===== config.mk =====
export PLATFORM = sky130hd
export DESIGN_NAME = pio_count_calc
export DESIGN_NICKNAME = d
export VERILOG_FILES = /design/src/rtl/pio_calc_pkg.sv /design/src/rtl/pio_ceil_div.sv /design/src/rtl/pio_count_fold.sv /design/src/rtl/pio_count_calc.sv
export SDC_FILE = /design/constraint.sdc
export NUM_CORES = 1
export LEC_CHECK = 0
export ABC_AREA = 1
export BUFFER_PORTS_ARGS = -buffer_cell sky130_fd_sc_hd__buf_2
export CAP_MARGIN = 20
export CELL_PAD_IN_SITES_DETAIL_PLACEMENT = 1
export CELL_PAD_IN_SITES_GLOBAL_PLACEMENT = 2
export CORE_MARGIN = 2
export CORE_UTILIZATION = 36
export DETAILED_ROUTE_END_ITERATION = 7
export PLACE_DENSITY = 0.89
export SLEW_MARGIN = 20
export SYNTH_ARGS = -nofsm -noshare
export SYNTH_HDL_FRONTEND = slang
export SYNTH_SLANG_ARGS = --single-unit
export TNS_END_PERCENT = 30

===== constraint.sdc =====
create_clock -name clk -period 4.5 [get_ports clk]
set_input_delay 0.45 -clock clk [delete_from_list [all_inputs] [get_ports clk]]
set_output_delay 0.45 -clock clk [all_outputs]
set_load 0.03 [all_outputs]

===== src/rtl/pio_calc_pkg.sv =====
package pio_calc_pkg;
  localparam int unsigned REC_CAP = 16;
  localparam int unsigned SET_CAP = 5;

  typedef enum logic [2:0] {
    ST_IDLE, ST_CYC, ST_ACT, ST_SET, ST_PACK
  } calc_state_t;

  // recovery clocks 0..16 -> controller nibble
  function automatic logic [3:0] enc_recovery(input logic [4:0] r);
    if (r <= 5'd1)       return 4'd15;
    else if (r >= 5'd16) return 4'd0;
    else                 return 4'(r - 5'd1);
  endfunction

  // setup clocks 0..5 -> 2-bit field for bits 7:6
  function automatic logic [1:0] enc_setup(input logic [2:0] s);
    case (s)
      3'd0, 3'd1, 3'd2: return 2'd1;
      3'd3:             return 2'd2;
      3'd4:             return 2'd0;
      default:          return 2'd3;
    endcase
  endfunction

  function automatic logic [2:0] lim_setup(input logic [15:0] s);
    return (s > 16'(SET_CAP)) ? 3'(SET_CAP) : s[2:0];
  endfunction
endpackage


===== src/rtl/pio_ceil_div.sv =====
module pio_ceil_div #(
  parameter int TW = 16,
  parameter int PW = 8
) (
  input  logic          clk,
  input  logic          rst_n,
  input  logic          go,
  input  logic [TW-1:0] num,
  input  logic [PW-1:0] per,
  output logic          fin,
  output logic [TW-1:0] quo
);
  logic [TW-1:0] rem;
  logic [TW-1:0] cnt;
  logic          run;
  logic [TW-1:0] per_w;

  assign per_w = TW'(per);
  assign fin   = run && (rem == '0);
  assign quo   = cnt;

  always_ff @(posedge clk or negedge rst_n) begin
    if (!rst_n) begin
      rem <= '0;
      cnt <= '0;
      run <= 1'b0;
    end else if (go) begin
      rem <= num;
      cnt <= '0;
      run <= 1'b1;
    end else if (run) begin
      if (rem == '0) begin
        run <= 1'b0;
      end else begin
        rem <= (rem > per_w) ? rem - per_w : '0;
        cnt <= cnt + 1'b1;
      end
    end
  end

  // each busy step strictly shrinks the remainder (ceil rounding, R1)
  p_rem_shrinks_r1: assert property (@(posedge clk) disable iff (!rst_n)
    (run && !go && rem != '0 && per != '0) |=> (rem < $past(rem)));
  p_cnt_steps_r1: assert property (@(posedge clk) disable iff (!rst_n)
    (run && !go && rem != '0) |=> (cnt == $past(cnt) + 1'b1));
endmodule


===== src/rtl/pio_count_fold.sv =====
module pio_count_fold
  import pio_calc_pkg::*;
#(
  parameter int TW = 16
) (
  input  logic [TW-1:0] cyc_cnt,
  input  logic [TW-1:0] act_cnt,
  input  logic [TW-1:0] set_cnt,
  input  logic [2:0]    pair_cnt,
  input  logic          shared,
  output logic [4:0]    rec_fin,
  output logic [4:0]    act_fin,
  output logic [2:0]    own_cnt,
  output logic [2:0]    merged_cnt,
  output logic [7:0]    rw_packed,
  output logic [1:0]    set_code
);
  localparam int XW = TW + 1;
  logic [XW-1:0] rec_raw;
  logic [XW-1:0] act_adj;
  logic [2:0]    pair_lim;

  always_comb begin
    rec_raw = (cyc_cnt > act_cnt) ? XW'(cyc_cnt) - XW'(act_cnt) : '0;
    act_adj = XW'(act_cnt);
    if (rec_raw > XW'(REC_CAP)) begin
      act_adj = act_adj + rec_raw - XW'(REC_CAP);
      rec_fin = 5'(REC_CAP);
    end else begin
      rec_fin = rec_raw[4:0];
    end
    act_fin = (act_adj > XW'(REC_CAP)) ? 5'(REC_CAP) : act_adj[4:0];
  end

  assign own_cnt    = lim_setup(set_cnt);
  assign pair_lim   = (pair_cnt > 3'(SET_CAP)) ? 3'(SET_CAP) : pair_cnt;
  assign merged_cnt = (shared && pair_lim > own_cnt) ? pair_lim : own_cnt;
  assign rw_packed  = {act_fin[3:0], enc_recovery(rec_fin)};
  assign set_code   = enc_setup(merged_cnt);
endmodule


===== src/rtl/pio_count_calc.sv =====
module pio_count_calc
  import pio_calc_pkg::*;
#(
  parameter int TW         = 16,
  parameter int PW         = 8,
  parameter int DEF_PERIOD = 30,
  parameter int INTR_BIT   = 2
) (
  input  logic          clk,
  input  logic          rst_n,
  input  logic          start,
  input  logic [TW-1:0] cyc_ns,
  input  logic [TW-1:0] act_ns,
  input  logic [TW-1:0] setup_ns,
  input  logic [PW-1:0] period_ns,
  input  logic          sec_chan,
  input  logic          drive_sel,
  input  logic [2:0]    pair_setup,
  input  logic [7:0]    cur_setup,
  output logic          busy,
  output logic          done,
  output logic [7:0]    rw_byte,
  output logic [7:0]    setup_byte,
  output logic [1:0]    rw_idx,
  output logic [1:0]    setup_idx,
  output logic [2:0]    own_setup
);
  localparam logic [PW-1:0] DEF_P = PW'(DEF_PERIOD);

  calc_state_t   st;
  logic [TW-1:0] c_cyc, c_act, c_set;
  logic [PW-1:0] c_per;
  logic          c_sec, c_drv;
  logic [2:0]    c_pair;
  logic [7:0]    c_reg;
  logic [TW-1:0] n_cyc, n_act, n_set;
  logic          kick;
  logic [TW-1:0] div_num;
  logic          div_fin;
  logic [TW-1:0] div_q;
  logic          accept;

  logic [4:0]    rec_fin, act_fin;
  logic [2:0]    own_cnt, merged_cnt;
  logic [7:0]    rw_packed;
  logic [1:0]    set_code;
  logic [7:0]    low_keep;

  assign accept = start && (st == ST_IDLE);
  assign busy   = (st != ST_IDLE);

  always_comb begin
    case (st)
      ST_ACT:  div_num = c_act;
      ST_SET:  div_num = c_set;
      default: div_num = c_cyc;
    endcase
  end

  pio_ceil_div #(.TW(TW), .PW(PW)) u_div (
    .clk(clk), .rst_n(rst_n), .go(kick), .num(div_num), .per(c_per),
    .fin(div_fin), .quo(div_q)
  );

  pio_count_fold #(.TW(TW)) u_fold (
    .cyc_cnt(n_cyc), .act_cnt(n_act), .set_cnt(n_set),
    .pair_cnt(c_pair), .shared(c_sec),
    .rec_fin(rec_fin), .act_fin(act_fin), .own_cnt(own_cnt),
    .merged_cnt(merged_cnt), .rw_packed(rw_packed), .set_code(set_code)
  );

  always_comb begin
    low_keep = {2'b00, c_reg[5:0]};
    if (c_sec) low_keep[INTR_BIT] = 1'b0;
  end

  always_ff @(posedge clk or negedge rst_n) begin
    if (!rst_n) begin
      st <= ST_IDLE;
      kick <= 1'b0;
      done <= 1'b0;
      c_cyc <= '0; c_act <= '0; c_set <= '0; c_per <= DEF_P;
      c_sec <= 1'b0; c_drv <= 1'b0; c_pair <= '0; c_reg <= '0;
      n_cyc <= '0; n_act <= '0; n_set <= '0;
      rw_byte <= '0; setup_byte <= '0; rw_idx <= '0; setup_idx <= '0;
      own_setup <= '0;
    end else begin
      kick <= 1'b0;
      done <= 1'b0;
      case (st)
        ST_IDLE: if (accept) begin
          c_cyc  <= cyc_ns;
          c_act  <= act_ns;
          c_set  <= setup_ns;
          c_per  <= (period_ns == '0) ? DEF_P : period_ns;
          c_sec  <= sec_chan;
          c_drv  <= drive_sel;
          c_pair <= pair_setup;
          c_reg  <= cur_setup;
          kick   <= 1'b1;
          st     <= ST_CYC;
        end
        ST_CYC: if (div_fin && !kick) begin
          n_cyc <= div_q; kick <= 1'b1; st <= ST_ACT;
        end
        ST_ACT: if (div_fin && !kick) begin
          n_act <= div_q; kick <= 1'b1; st <= ST_SET;
        end
        ST_SET: if (div_fin && !kick) begin
          n_set <= div_q; st <= ST_PACK;
        end
        default: begin
          rw_byte    <= rw_packed;
          setup_byte <= {set_code, low_keep[5:0]};
          rw_idx     <= {c_sec, c_drv};
          setup_idx  <= c_sec ? 2'd2 : {1'b0, c_drv};
          own_setup  <= own_cnt;
          done       <= 1'b1;
          st         <= ST_IDLE;
        end
      endcase
    end
  end

  // folded recovery never above the cap
  p_rec_capped_r3: assert property (@(posedge clk) disable iff (!rst_n)
    (st == ST_PACK) |-> (rec_fin <= 5'd16));
  // active limited after the fold
  p_act_capped_r4: assert property (@(posedge clk) disable iff (!rst_n)
    (st == ST_PACK) |-> (act_fin <= 5'd16));
  // merged setup is never faster than the drive's own
  p_merge_slowest_r7: assert property (@(posedge clk) disable iff (!rst_n)
    (st == ST_PACK) |-> (merged_cnt >= own_cnt && merged_cnt <= 3'd5));
  // written-back byte never acknowledges the secondary interrupt
  p_intr_kept_r8: assert property (@(posedge clk) disable iff (!rst_n)
    (done && rw_idx[1]) |-> !setup_byte[INTR_BIT]);
  // done is a single-cycle pulse
  p_done_pulse_r10: assert property (@(posedge clk) disable iff (!rst_n)
    done |=> !done);
  // a start while busy does not restart the sequence
  p_busy_holds_r10: assert property (@(posedge clk) disable iff (!rst_n)
    (busy && st != ST_PACK) |=> busy);
  // outputs are stable between done pulses
  p_out_hold_r10: assert property (@(posedge clk) disable iff (!rst_n)
    (!done && !$past(st == ST_PACK)) |-> $stable(rw_byte) && $stable(setup_byte));
endmodule


After elaboration in Yosys (flattened, before gate mapping)
Cells that the tools add are included.
Widths: inputs -> output; s select.
{ "word_totals": {"reg_bits": 176, "inputBits": 72, "output_inout_bits": 25, "word_cells": 102} }
{ "op_classes": {"n_addsub": 6, "order_cmp": 9, "n_eq_ne": 12, "mux": 33, "reduce_logical": 20} }
{ "op_table": {"columns": ["cell", "count"], "rows": [
  ["$mux 16", 7],
  ["$gt 17x5->1 const B", 2],
  ["$mux 17", 2],
  ["$pmux 16 s2", 1],
  ["$mux 3", 7],
  ["$add 16x17->17", 1],
  ["$sub 16x16->17", 1],
  ["$sub 17x5->17 const B", 1],
  ["$add 16x1->16 const B", 1],
  ["$gt 16x16->1", 1],
  ["$gt 16x3->1 const B", 1],
  ["$gt 16x8->1", 1],
  ["$logic_not 16->1", 1],
  ["$sub 16x8->16", 1],
  ["$eq 3x2->1 const B", 4],
  ["$mux 4", 3],
  ["$pmux 3 s4", 1],
  ["$ne 2x2->1 const B", 5],
  ["$reduce_and 2->1", 5],
  ["$logic_not 8->1", 1],
  ["$mux 8", 1],
  ["$mux 1", 7],
  ["$eq 3x1->1 const B", 2],
  ["$logic_not 3->1", 2],
  ["other kinds (18)", 21]
]} }

Depth between registers and ports, before layout
Gate-level depths: netlist of the first run.
{ "depth": {"depth_word": 8, "mapped_depth": 33, "depth_no_buf": 32} }

Modules after synthesis
Synthesis of the first run repeated with hierarchy kept, for this count alone.
{ "hier_totals": {"hier_cells": 1601, "area_unflattened_um2": 11328.4} }
{ "modules_own_cells": {"columns": ["module", "instances", "cells_per_inst", "area_each_um2", "seq_area_each_um2"], "rows": [
  ["pio_count_calc", 1, 670, 5736.8, 3558.4],
  ["pio_count_fold", 1, 565, 3052.9, 0.0],
  ["pio_ceil_div", 1, 366, 2538.7, 825.8]
]} }

Least setup slack after synthesis of the first run
No wires, ideal clock.
{ "synth_path": {"path_kind": "reg2reg", "start": "register n_act[10]", "end": "register rw_byte[4]", "setup_ns": 0.066, "t_arrival_ns": 3.961, "required_time_ns": 4.434, "path_slack_ns": 0.473, "stages_incl_launch_ff": 29, "n_path_buf": 1, "period_less_slack_ns": 4.027, "path_cell_list": "dfrtp_1 -> inv_1 -> ha_1 -> nand2_1 -> inv_2 -> nand2_2 -> nor2_2 -> nand4_1 -> nand3_4 -> nand2_4 -> buf_4 -> nor2_1 -> ha_1 -> ha_1 -> fa_1 -> nand3_1 -> nand2_1 -> nand4_1 -> nand2_1 -> a21boi_0 -> xor2_1 -> nand3_1 -> nor2_1 -> nand3_1 -> nand2_1 -> nand3_2 -> nor2_2 -> nand3_1 -> nand2_1"} }
{ "synth_between": {"elab_chain_len": 7, "elab_cells_between_ends": 9, "cone_classes": "3 x add/sub; 3 x order compare; 3 x mux"} }
{ "synth_lines": {"columns": ["item", "line_no", "text"], "rows": [
  ["from (decl)", "pio_count_calc.sv:36", "logic [TW-1:0] n_cyc, n_act, n_set;"],
  ["from (signal assigned)", "pio_count_calc.sv:84", "n_cyc <= '0; n_act <= '0; n_set <= '0;"],
  ["from (signal assigned)", "pio_count_calc.sv:107", "n_act <= div_q; kick <= 1'b1; st <= ST_SET;"],
  ["$sub 16x16->17 or $gt 16x16->1 (tied branches)", "pio_count_fold.sv:24", "rec_raw = (cyc_cnt > act_cnt) ? XW'(cyc_cnt) - XW'(act_cnt) : '0;"],
  ["$mux 17", "pio_count_fold.sv:24", null],
  ["$add 16x17->17", "pio_count_fold.sv:27", "act_adj = act_adj + rec_raw - XW'(REC_CAP);"],
  ["$sub 17x5->17", "pio_count_fold.sv:27", null],
  ["$mux 17 *", "pio_count_fold.sv:26", "if (rec_raw > XW'(REC_CAP)) begin"],
  ["$gt 17x5->1", "pio_count_fold.sv:32", "act_fin = (act_adj > XW'(REC_CAP)) ? 5'(REC_CAP) : act_adj[4:0];"],
  ["$mux 4 *", "pio_count_fold.sv:32", null],
  ["to (signal assigned)", "pio_count_calc.sv:113", "rw_byte <= rw_packed;"],
  ["to (decl)", "pio_count_calc.sv:22", "output logic [7:0] rw_byte,"]
]} }
Every way passes the cells marked *; elsewhere a longest branch is shown, timed or not.
A chain may end at the register's enable or synchronous reset.

Worst setup path in the final report of the first run
{ "layout_path": {"start": "register n_act[8]", "end": "register rw_byte[7]"} }
Same word-level chain as after synthesis.

==> parameters.txt, run 1 <==
Parameter                              Value

Timing
  Final hold violation count ... 0
  Max Slew Vio Count ... 0
  Total of endpoints with negative setup slack in the final report ... 0
  Headroom to the max-slew limit ... about 35%
  Accumulated negative setup slack ... 0 ps
  Worst clock skew ... approximately 19 ps
  Post-layout minimum cycle time ... roughly 4200 ps
  Highest clock frequency the design can meet ... between 200 and 250 MHz
  Post-route clock period utilization ... ~90%
  Transition time at the pin with the least slew margin ... roughly 980 ps

Floorplan
  Floorplan Core Area ... 28800 um^2
  Number of top-level pins ... slightly below 100
  Site row count ... 62
  Width of the chip ... 175 um
  DIE HEIGHT ... about 180 um
  Die area ... slightly above 30000 um^2
  Starting density of the core ... a little over a third

Setup path
  Beginning of the critical path ... n_act[8]$_DFFE_PN0P_
  Slowest stage cell on the critical path ... sky130_fd_sc_hd__dfrtp_1
  Critical R2R Capture ... rw_byte[7]$_DFFE_PN0P_
  CP arrival ... roughly 4500 ps
  Most frequent cell on the critical path ... sky130_fd_sc_hd__nand2_1
  Capture point of the critical path ... rw_byte[7]$_DFFE_PN0P_
  Slowest stage delay, CP ... approximately 410 ps
  Number of cells on the worst reg-to-reg path ... 33
  Critical path class ... reg -> reg
  Crit path capture type ... register
  R2R Setup Slk ... roughly 330 ps
  Sort of element at the start of the critical path ... register
  RR Startpoint ... n_act[8]$_DFFE_PN0P_
  Required time of the critical path ... approximately 5000 ps
  Critical-path maximum fanout ... 8

Routing
  Routed wire length per instance ... between 15 and 20 um
  Final WL ... roughly 28000 um
  Via density per instance ... roughly 4.9
  Remaining design rule violation count ... 0
  Total number of vias ... between 8000 and 9000
  Post-DRT Antenna Nets ... 0
  Number of detailed-routing iterations run before antenna repair ... 4
  Initial detailed-routing violation count ... between 200 and 300

Status
  Status ... completed

Yosys
  Main flop type after synthesis ... sky130_fd_sc_hd__dfrtp_1
  Portion of synthesized cell area occupied by the leading cell type ... between 40% and 50%
  Instance count of the mapped netlist ... between 1000 and 1500
  Sequential-to-total area share from yosys stat ... between 40% and 50%
  Number of enable flip-flop cells after synthesis ... 0
  Synthesized flop and latch total ... between 150 and 200
  Dominant cells by area after synthesis ... sky130_fd_sc_hd__dfrtp_1, sky130_fd_sc_hd__nand2_1, sky130_fd_sc_hd__ha_1
  Cell taking the most area after synthesis ... sky130_fd_sc_hd__dfrtp_1
  Synth Net Count ... roughly 1400
  Syn_area_per_cell ... 8.06 um^2
  Number of warnings issued by yosys ... 0
  Number of library cell types mapped by synthesis ... between 50 and 60
  Share of async-settable or async-resettable flops after synthesis ... 100%
  Mapped Area ... 10500 um^2

Global route
  All-Layer GR Usage ... a little under a fifth
  Via count of the first global-routing pass ... 9592
  Initial antenna violation count ... 0
  Wire length of the first global-routing pass ... 46600 um
  Maximum number of pins on one net before global-route repair ... 90
  GRT overflow ... 0

Clock network
  Number of CTS-inserted buffers ... 17
  TritonCTS clock tree ... yes
  Clock-pin slew reported for the worst setup and hold paths after clock tree synthesis ... roughly 90 ps
  # clock sinks ... 175
  Clock latency on the worst-skew pair ... 440 ps
  Number of H-tree levels ... 4
  Maximum number of buffers from clock root to sink ... 2
  Root Driver ... sky130_fd_sc_hd__clkbuf_16

Cells and area
  Ratio of cells with drive above 1 in the final layout ... between 20% and 30%
  Number of inserted diodes ... 0
  Non-filler instance count after layout ... 1812
  Layout overhead on the synthesized area ... 18.0%
  Number of nets in the layout ... about 1600
  Post-Layout Inst Area ... 12400 um^2

Pwr
  Power density cells ... between 200 and 300 nW/um^2
  Leakage ... around 6.6 nW
  Post-layout total power ... roughly 3.2 mW
  Maximum vdd drop ... around 0.24 mV

Flow run
  Reported max-cap violation count ... 0

Placement
  Number of placed instances with taps included ... 1777
  Placed cell area ... roughly 12000 um^2
  IO Port Bufs ... between 90 and 100
  Weighted congestion at the end of routability-driven global placement ... 0.830
  Detailed placer's ending HPWL ... roughly 21000 um

Hold path
  Kind of path behind the tightest hold check ... in -> async
-- worst min-delay path by stage --
stage | startpoint | endpoint | slack [ps]
after floorplan | rst_n | c_act[0]$_DFFE_PN0P_ | 150
after global placement | setup_byte[5]$_DFFE_PN0P_ | setup_byte[5]$_DFFE_PN0P_ | 450
after detailed placement | rw_idx[0]$_DFFE_PN0P_ | rw_idx[0]$_DFFE_PN0P_ | 460
after CTS | rst_n | c_reg[4]$_DFFE_PN0P_ | 90
after global routing | rst_n | setup_byte[1]$_DFFE_PN0P_ | 100
final | rst_n | setup_byte[1]$_DFFE_PN0P_ | 50
-- stage by stage --
step	setup slack [ps]	hold WS [ps]	util, %
after detailed placement	100	458	40.2
after floorplan	473	154	-
final	330	46.2	43.2
after global routing	-3.50	98.6	43.2
after CTS	74.2	86.9	42.4
after global placement	165	451	40.2
-- Yosys cell counts, types with 16 or more instances --
master / count
sky130_fd_sc_hd__clkbuf_1: 25
sky130_fd_sc_hd__mux2_2: 58
sky130_fd_sc_hd__nand2_1: 322
sky130_fd_sc_hd__nor3_1: 25
sky130_fd_sc_hd__o21ai_0: 82
sky130_fd_sc_hd__dfrtp_1: 171
sky130_fd_sc_hd__nor2_1: 86
sky130_fd_sc_hd__nand2_2: 16
sky130_fd_sc_hd__a21oi_1: 91
sky130_fd_sc_hd__inv_1: 164
sky130_fd_sc_hd__nand3_1: 64
sky130_fd_sc_hd__ha_1: 60
-- kinds of logic (layout without fill, tap and decap cells) --
family,Yosys count,after routing,synth area share (%)
DFF,175,175,41.6
xor gates and xnor gates,23,23,1.91
buffers and inverters,214,334,7.92
muxes,58,58,6.20
adders and majority gates,63,63,7.69
and+or+nand+nor,564,564,23.7
AOI/OAI and AO/OA,211,211,11.0
-- routing by layer --
| metal | track usage, % | vias up | wire length, um |
|---|---|---|---|
| met5 | 0 | - | 0 |
| met4 | 4.58 | 0 | 395 |
| met3 | 2.33 | 22 | 374 |
| met2 | 34.8 | 72 | 14800 |
| met1 | 22.6 | 4392 | 12400 |
| li1 | - | 4466 | - |
-- cell type report --
cell class	count	area [um^2]
fillers	3525	16300
multi-input cells	919	5530
flip-flops and latches	175	4380
repair buffers	125	734
inverters	177	669
well taps	384	480
clock buffers	17	425
clock inverters	15	214
-- timing repair --
action,in CTS,in global routing
setup endpoints to repair,0,4
setup buffers,0,2
hold buffers,0,0
gates resized for setup,0,34
-- layout by cell type (no fill, tap or decap), types with 13 or more instances in the layout --
cell                          n
sky130_fd_sc_hd__nand2_2     17
sky130_fd_sc_hd__ha_1        45
sky130_fd_sc_hd__dfrtp_1    171
sky130_fd_sc_hd__buf_2       93
sky130_fd_sc_hd__o21ai_0     81
sky130_fd_sc_hd__mux2_2      58
sky130_fd_sc_hd__xor2_1      13
sky130_fd_sc_hd__nand2_1    321
sky130_fd_sc_hd__nor3_1      25
sky130_fd_sc_hd__nor2_1      84
sky130_fd_sc_hd__nand3_1     63
sky130_fd_sc_hd__a21oi_1     87
sky130_fd_sc_hd__inv_1      162
sky130_fd_sc_hd__buf_4       29
sky130_fd_sc_hd__clkbuf_16   17
-- power by group --
| group | switching [mW] | internal [mW] |
|---|---|---|
| registers | 0 | 1.57 |
| clock network | 0.792 | 0.779 |
| logic | 0.0412 | 0.0238 |
-- critical path, delay by kind of cell, from the launching register on --
kind,cells,cell delay [ps]
adders and majority gates,3,930
AOI/OAI and AO/OA,2,260
and+or+nand+nor,21,1890
buffers and inverters,7,590
DFF,1,410
Power figures use the tool's default switching activity.
==> run 2: changes to the inputs <==
Settings changed: GPL_TIMING_DRIVEN set to 0.
==> parameters.txt, run 2 (synthesized netlist as in run 1, its figures left out) <==
Parameter                              Value

Timing
  Post-route clock period utilization ... a little over nine tenths
  Worst clock skew ... 23.9 ps
  Total of endpoints with negative setup slack in the final report ... 0
  Headroom to the max-slew limit ... a little under half
  Max Slew Vio Count ... 0
  Highest clock frequency the design can meet ... between 200 and 250 MHz
  Final hold violation count ... 2
  Final hold slack ... -7.98 ps
  Post-layout minimum cycle time ... 4240 ps
  Transition time at the pin with the least slew margin ... around 810 ps

Global route
  Via count of the first global-routing pass ... just under 10000
  Wire length of the first global-routing pass ... slightly below 50000 um
  Initial antenna violation count ... 0
  GRT overflow ... 0
  Maximum number of pins on one net before global-route repair ... 90
  All-Layer GR Usage ... between 10% and 20%

Clock network
  Number of CTS-inserted buffers ... 17
  Number of H-tree levels ... 4
  Clock latency on the worst-skew pair ... around 440 ps
  Clock-pin slew reported for the worst setup and hold paths after clock tree synthesis ... approximately 80 ps
  Root Driver ... sky130_fd_sc_hd__clkbuf_16
  TritonCTS clock tree ... yes
  # clock sinks ... about 180
  Maximum number of buffers from clock root to sink ... 2

Cells and area
  Count of filler cells inserted in the layout ... between 3000 and 4000
  Non-filler instance count after layout ... ~1800
  Number of nets in the layout ... 1578
  Layout overhead on the synthesized area ... 19.7%
  Number of inserted diodes ... 0
  Most frequent standard cell in the layout excluding fill and tap cells ... sky130_fd_sc_hd__nand2_1
  Top library cells by usage in the layout, fill and taps aside ... sky130_fd_sc_hd__nand2_1, sky130_fd_sc_hd__dfrtp_1, sky130_fd_sc_hd__inv_1
  Ratio of cells with drive above 1 in the final layout ... between 20% and 30%

Routing
  Number of detailed-routing iterations run before antenna repair ... 5
  Remaining design rule violation count ... 0
  Total number of vias ... approximately 9200
  Initial detailed-routing violation count ... ~370
  Via density per instance ... 4.99
  Post-DRT Antenna Nets ... 0
  Final WL ... 29600 um
  Routed wire length per instance ... around 16 um

Floorplan
  Starting density of the core ... between 30 and 40%
  Die area ... approximately 30000 um^2
  Number of top-level pins ... a little under 100
  Site row count ... 62
  Width of the chip ... 175 um
  Floorplan Core Area ... around 29000 um^2
  DIE HEIGHT ... ~180 um

Setup path
  Slowest stage cell on the critical path ... sky130_fd_sc_hd__dfrtp_1
  Slowest stage delay, CP ... around 400 ps
  Required time of the critical path ... about 4900 ps
  CP arrival ... between 4000 and 5000 ps
  Most frequent cell on the critical path ... sky130_fd_sc_hd__nand3_1
  Critical-path maximum fanout ... 10
  Crit path capture type ... register
  Sort of element at the start of the critical path ... register
  Critical path class ... reg -> reg
  R2R Setup Slk ... 260 ps

Pwr
  Power density cells ... 254 nW/um^2
  Leakage ... roughly 6.6 nW
  Maximum vdd drop ... between 0.2 and 0.25 mV

Placement
  Detailed placer's ending HPWL ... around 23000 um
  Number of placed instances with taps included ... 1787
  IO Port Bufs ... 94
  Weighted congestion at the end of routability-driven global placement ... 0.815

Status
  Violations in the final reports ... hold timing
  Status ... complete, but fails checks

Hold path
  Kind of path behind the tightest hold check ... in -> async

Flow run
  Reported max-cap violation count ... 0
[run 2: per-stage QoR]
stage / util, % / setup slack, ps / setup TNS (ps) / power (mW) / area [um^2]
floorplan: - / 473 / 0 / 1.60 / 10500
finish: 43.8 / 262 / 0 / 3.20 / 12600
global route: 43.8 / -63.5 / -133 / 3.31 / 12600
global placement: 39.9 / -435 / -1720 / 1.67 / 11500
detailed placement: 40.0 / -544 / -2110 / 1.67 / 11500
CTS: 43.0 / 8.09 / 0 / 3.24 / 12400
[run 2: power by group]
part / internal (mW) / total (mW) / switching, mW
Clock: 0.815 / 1.56 / 0.748
Combinational: 0.0249 / 0.0660 / 0.0411
Sequential: 1.57 / 1.57 / 0
[run 2: area by class of cell]
type	count	area (um^2)	area share [%]
tap	384	480	3.81
buffer	37	173	1.37
clock inverter	15	210	1.67
clock buffer	17	425	3.37
multi-input combinational	919	5600	44.4
inverter	177	669	5.31
sequential	175	4390	34.8
timing repair buffer	116	666	5.28
[run 2: worst paths after layout]
| kind | startpoint | cells past startpoint | end |
|---|---|---|---|
| max reg2reg | n_act[11]$_DFFE_PN0P_ | 28 | rw_byte[5]$_DFFE_PN0P_ |
| min | rst_n | 1 | c_reg[0]$_DFFE_PN0P_ |
| max | n_act[11]$_DFFE_PN0P_ | 28 | rw_byte[5]$_DFFE_PN0P_ |
| max in group asynchronous | rst_n | 2 | c_per[5]$_DFFE_PN0P_ |
| min reg2reg | c_reg[5]$_DFFE_PN0P_ | 2 | setup_byte[5]$_DFFE_PN0P_ |
| min in group clk | cyc_ns[7] | 2 | c_cyc[7]$_DFFE_PN0P_ |
[run 2: per-layer routing]
metal / vias up / part of all wire (%) / global-route usage, %
li1: 4538 / - / -
met5: - / 0 / 0
met1: 4535 / 43 / 24.0
met2: 91 / 54 / 36.8
met4: 0 / 1.0 / 4.34
met3: 22 / 1.7 / 2.50
[run 2: critical path: cells and delay by family (launching register included)]
kind | cells | cell delay, ps
AOI/OAI and AO/OA | 1 | 160
xor gates and xnor gates | 1 | 210
adders and majority gates | 4 | 1150
buffers and inverters | 3 | 320
DFF | 1 | 400
and+or+nand+nor | 19 | 1960
[run 2: what timing repair did]
item	CTS	global route
pin swaps	4	8
hold buffers	0	0
gates resized for setup	25	37
buffers inserted	5	16
hold endpoints to repair	0	0
setup endpoints to repair	4	4
==> run 3: changes to the inputs <==
Settings changed: CORE_UTILIZATION 36 to 35, MAX_ROUTING_LAYER set to met4, PLACE_DENSITY 0.89 to 0.91, SYNTH_HIERARCHICAL set to 1.
==> parameters.txt, run 3 <==
Parameter                              Value

Routing
  Initial detailed-routing violation count ... between 400 and 500
  Routed wire length per instance ... 16.3 um
  Number of detailed-routing iterations run before antenna repair ... 4
  Post-DRT Antenna Nets ... 0
  Total number of vias ... about 11000
  Remaining design rule violation count ... 0
  Final WL ... 35500 um
  Via density per instance ... approximately 4.9

Placement
  Detailed placer's ending HPWL ... about 27000 um
  Weighted congestion at the end of routability-driven global placement ... 0.892
  IO Port Bufs ... 94
  Number of placed instances with taps included ... between 2000 and 2500
  Place WS ... -507 ps
  Placed cell area ... 12400 um^2

Cells and area
  Non-filler instance count after layout ... around 2200
  Top library cells by usage in the layout, fill and taps aside ... sky130_fd_sc_hd__nand2_1, sky130_fd_sc_hd__inv_1, sky130_fd_sc_hd__dfrtp_1
  Number of nets in the layout ... between 1500 and 2000
  Post-Layout Inst Area ... around 14000 um^2
  Layout overhead on the synthesized area ... 22.8%
  Share of the core filled with cells in the final layout ... between 40% and 50%
  Ratio of cells with drive above 1 in the final layout ... a little over a fifth
  Count of filler cells inserted in the layout ... about 4100
  Sequential cell area ... 4390 um^2
  Number of inserted diodes ... 0
  Multi-input gate area in the final layout ... 6360 um^2
  Most frequent standard cell in the layout excluding fill and tap cells ... sky130_fd_sc_hd__nand2_1

Floorplan
  Die area ... around 34000 um^2
  Starting density of the core ... a little over a third
  Width of the chip ... roughly 180 um
  DIE HEIGHT ... between 150 and 200 um
  Number of top-level pins ... a little under 100
  Site row count ... 65
  Floorplan Core Area ... between 30000 and 40000 um^2

Setup path
  Required time of the critical path ... 4880 ps
  Number of cells on the worst reg-to-reg path ... 32
  Crit path capture type ... register
  Cell family contributing the most delay on the critical path ... simple AND/OR/NAND/NOR gates
  Most frequent cell on the critical path ... sky130_fd_sc_hd__nand2_1
  RR Startpoint ... n_act[13]$_DFFE_PN0P_
  Sort of element at the start of the critical path ... register
  Critical path class ... reg -> reg
  Count of buffer and inverter cells on the critical path ... 4
  Critical R2R Capture ... rw_byte[4]$_DFFE_PN0P_
  Critical-path maximum fanout ... 8
  Slowest stage cell on the critical path ... sky130_fd_sc_hd__dfrtp_1
  CP arrival ... roughly 4700 ps
  R2R Setup Slk ... 170 ps
  Slowest stage delay, CP ... ~430 ps

Pwr
  Leakage ... around 7.6 nW
  Maximum vdd drop ... 0.279 mV
  Post-layout total power ... about 5.7 mW
  Switching power ... about 2.3 mW
  Clock power frac ... around a quarter
  Switching Fraction ... about two fifths
  Share of power burned in registers ... 39.6%
  Cell-internal power ... around 3.4 mW
  Combinational share of power ... about a third
  Power density cells ... 412 nW/um^2

Clock network
  Number of CTS-inserted buffers ... 17
  Maximum number of buffers from clock root to sink ... 2
  Clock latency on the worst-skew pair ... approximately 450 ps
  Root Driver ... sky130_fd_sc_hd__clkbuf_16
  Clock-pin slew reported for the worst setup and hold paths after clock tree synthesis ... ~80 ps
  Number of H-tree levels ... 4
  TritonCTS clock tree ... yes
  # clock sinks ... approximately 180

Hold path
  Cell count of the worst hold path ... 3
  Endpoint, Worst Hold ... c_act[14]$_DFFE_PN0P_
  Kind of path behind the tightest hold check ... in -> reg
  Hold path startpoint ... act_ns[14]

Global route
  Maximum number of pins on one net before global-route repair ... a little under 80
  Initial antenna violation count ... 0
  All-Layer GR Usage ... 21.9%
  Wire length of the first global-routing pass ... 56900 um
  Via count of the first global-routing pass ... approximately 11000
  GRT overflow ... 0

Timing
  Final hold violation count ... 0
  Final hold slack ... ~200 ps
  Highest clock frequency the design can meet ... ~230 MHz
  Total of endpoints with negative setup slack in the final report ... 0
  Worst path setup slack after routing ... 167 ps
  Post-layout minimum cycle time ... between 4000 and 5000 ps
  Accumulated negative setup slack ... 0 ps
  Max Slew Vio Count ... 0
  Post-route clock period utilization ... between 90% and 100%
  RSZ-0062 raised after global routing ... yes
  Transition time at the pin with the least slew margin ... around 600 ps
  Worst clock skew ... 13.5 ps
  Headroom to the max-slew limit ... 59.7%

Flow run
  Reported max-cap violation count ... 0

Status
  Status ... completed

Yosys
  Synth Net Count ... about 1700
  Mapped Area ... between 10000 and 15000 um^2
  Instance count of the mapped netlist ... 1598
  Syn_area_per_cell ... approximately 7.1 um^2
  Number of warnings issued by yosys ... 6
run 3: area by class of cell:
cell class                      count  area share, %
Tap cell                          402           3.62
Multi-Input combinational cell   1145           45.7
Inverter                          231           6.31
Timing Repair Buffer              145           6.54
Sequential cell                   175           31.6
Clock buffer                       17           3.06
Buffer                             47           2.11
Clock inverter                     15           1.05
run 3: worst max path at each step:
| stage | end | slack (ps) | cells after the start | start |
|---|---|---|---|---|
| after detailed placement | rw_byte[7]$_DFFE_PN0P_ | -510 | 33 | n_act[10]$_DFFE_PN0P_ |
| after global routing | rw_byte[4]$_DFFE_PN0P_ | -190 | 34 | n_act[13]$_DFFE_PN0P_ |
| after CTS | rw_byte[5]$_DFFE_PN0P_ | 0.3 | 34 | n_act[7]$_DFFE_PN0P_ |
| final | rw_byte[4]$_DFFE_PN0P_ | 170 | 32 | n_act[13]$_DFFE_PN0P_ |
| after global placement | rw_byte[5]$_DFFE_PN0P_ | -510 | 33 | n_act[10]$_DFFE_PN0P_ |
| after floorplan | rw_byte[4]$_DFFE_PN0P_ | 480 | 32 | n_act[10]$_DFFE_PN0P_ |
run 3: metal layers:
metal	share of wire (%)	vias up	global-route usage, %
met4	2.3	0	6.24
met2	51	146	38.2
met5	0	-	-
met3	2.0	44	2.16
li1	-	5301	-
met1	45	5189	26.8
run 3: power by group through the flow:
stage / clock, mW / combinational [mW] / sequential [mW]
floorplan: 0 / 1.47 / 2.20
global placement: 0 / 1.91 / 2.28
detailed placement: 0 / 2.00 / 2.29
CTS: 1.48 / 2.02 / 2.26
global route: 1.54 / 2.30 / 2.32
finish: 1.45 / 2.01 / 2.26
run 3: what timing repair did:
item / 4_1_cts / 5_1_grt
hold buffers: 1 / 0
pin swaps: 4 / 38
endpoints found under the hold margin: 24 / 0
buffers inserted: 10 / 38
resized for setup: 41 / 98
setup endpoints to repair: 4 / 4
run 3: worst reg2reg max path: cells and delay by family (launching register included):
family                     cells  cell delay, ps
adders and majority gates      4            1140
DFF                            1             430
AOI/OAI and AO/OA              3             330
xor gates and xnor gates       1             160
and+or+nand+nor               20            1920
buffers and inverters          4             300
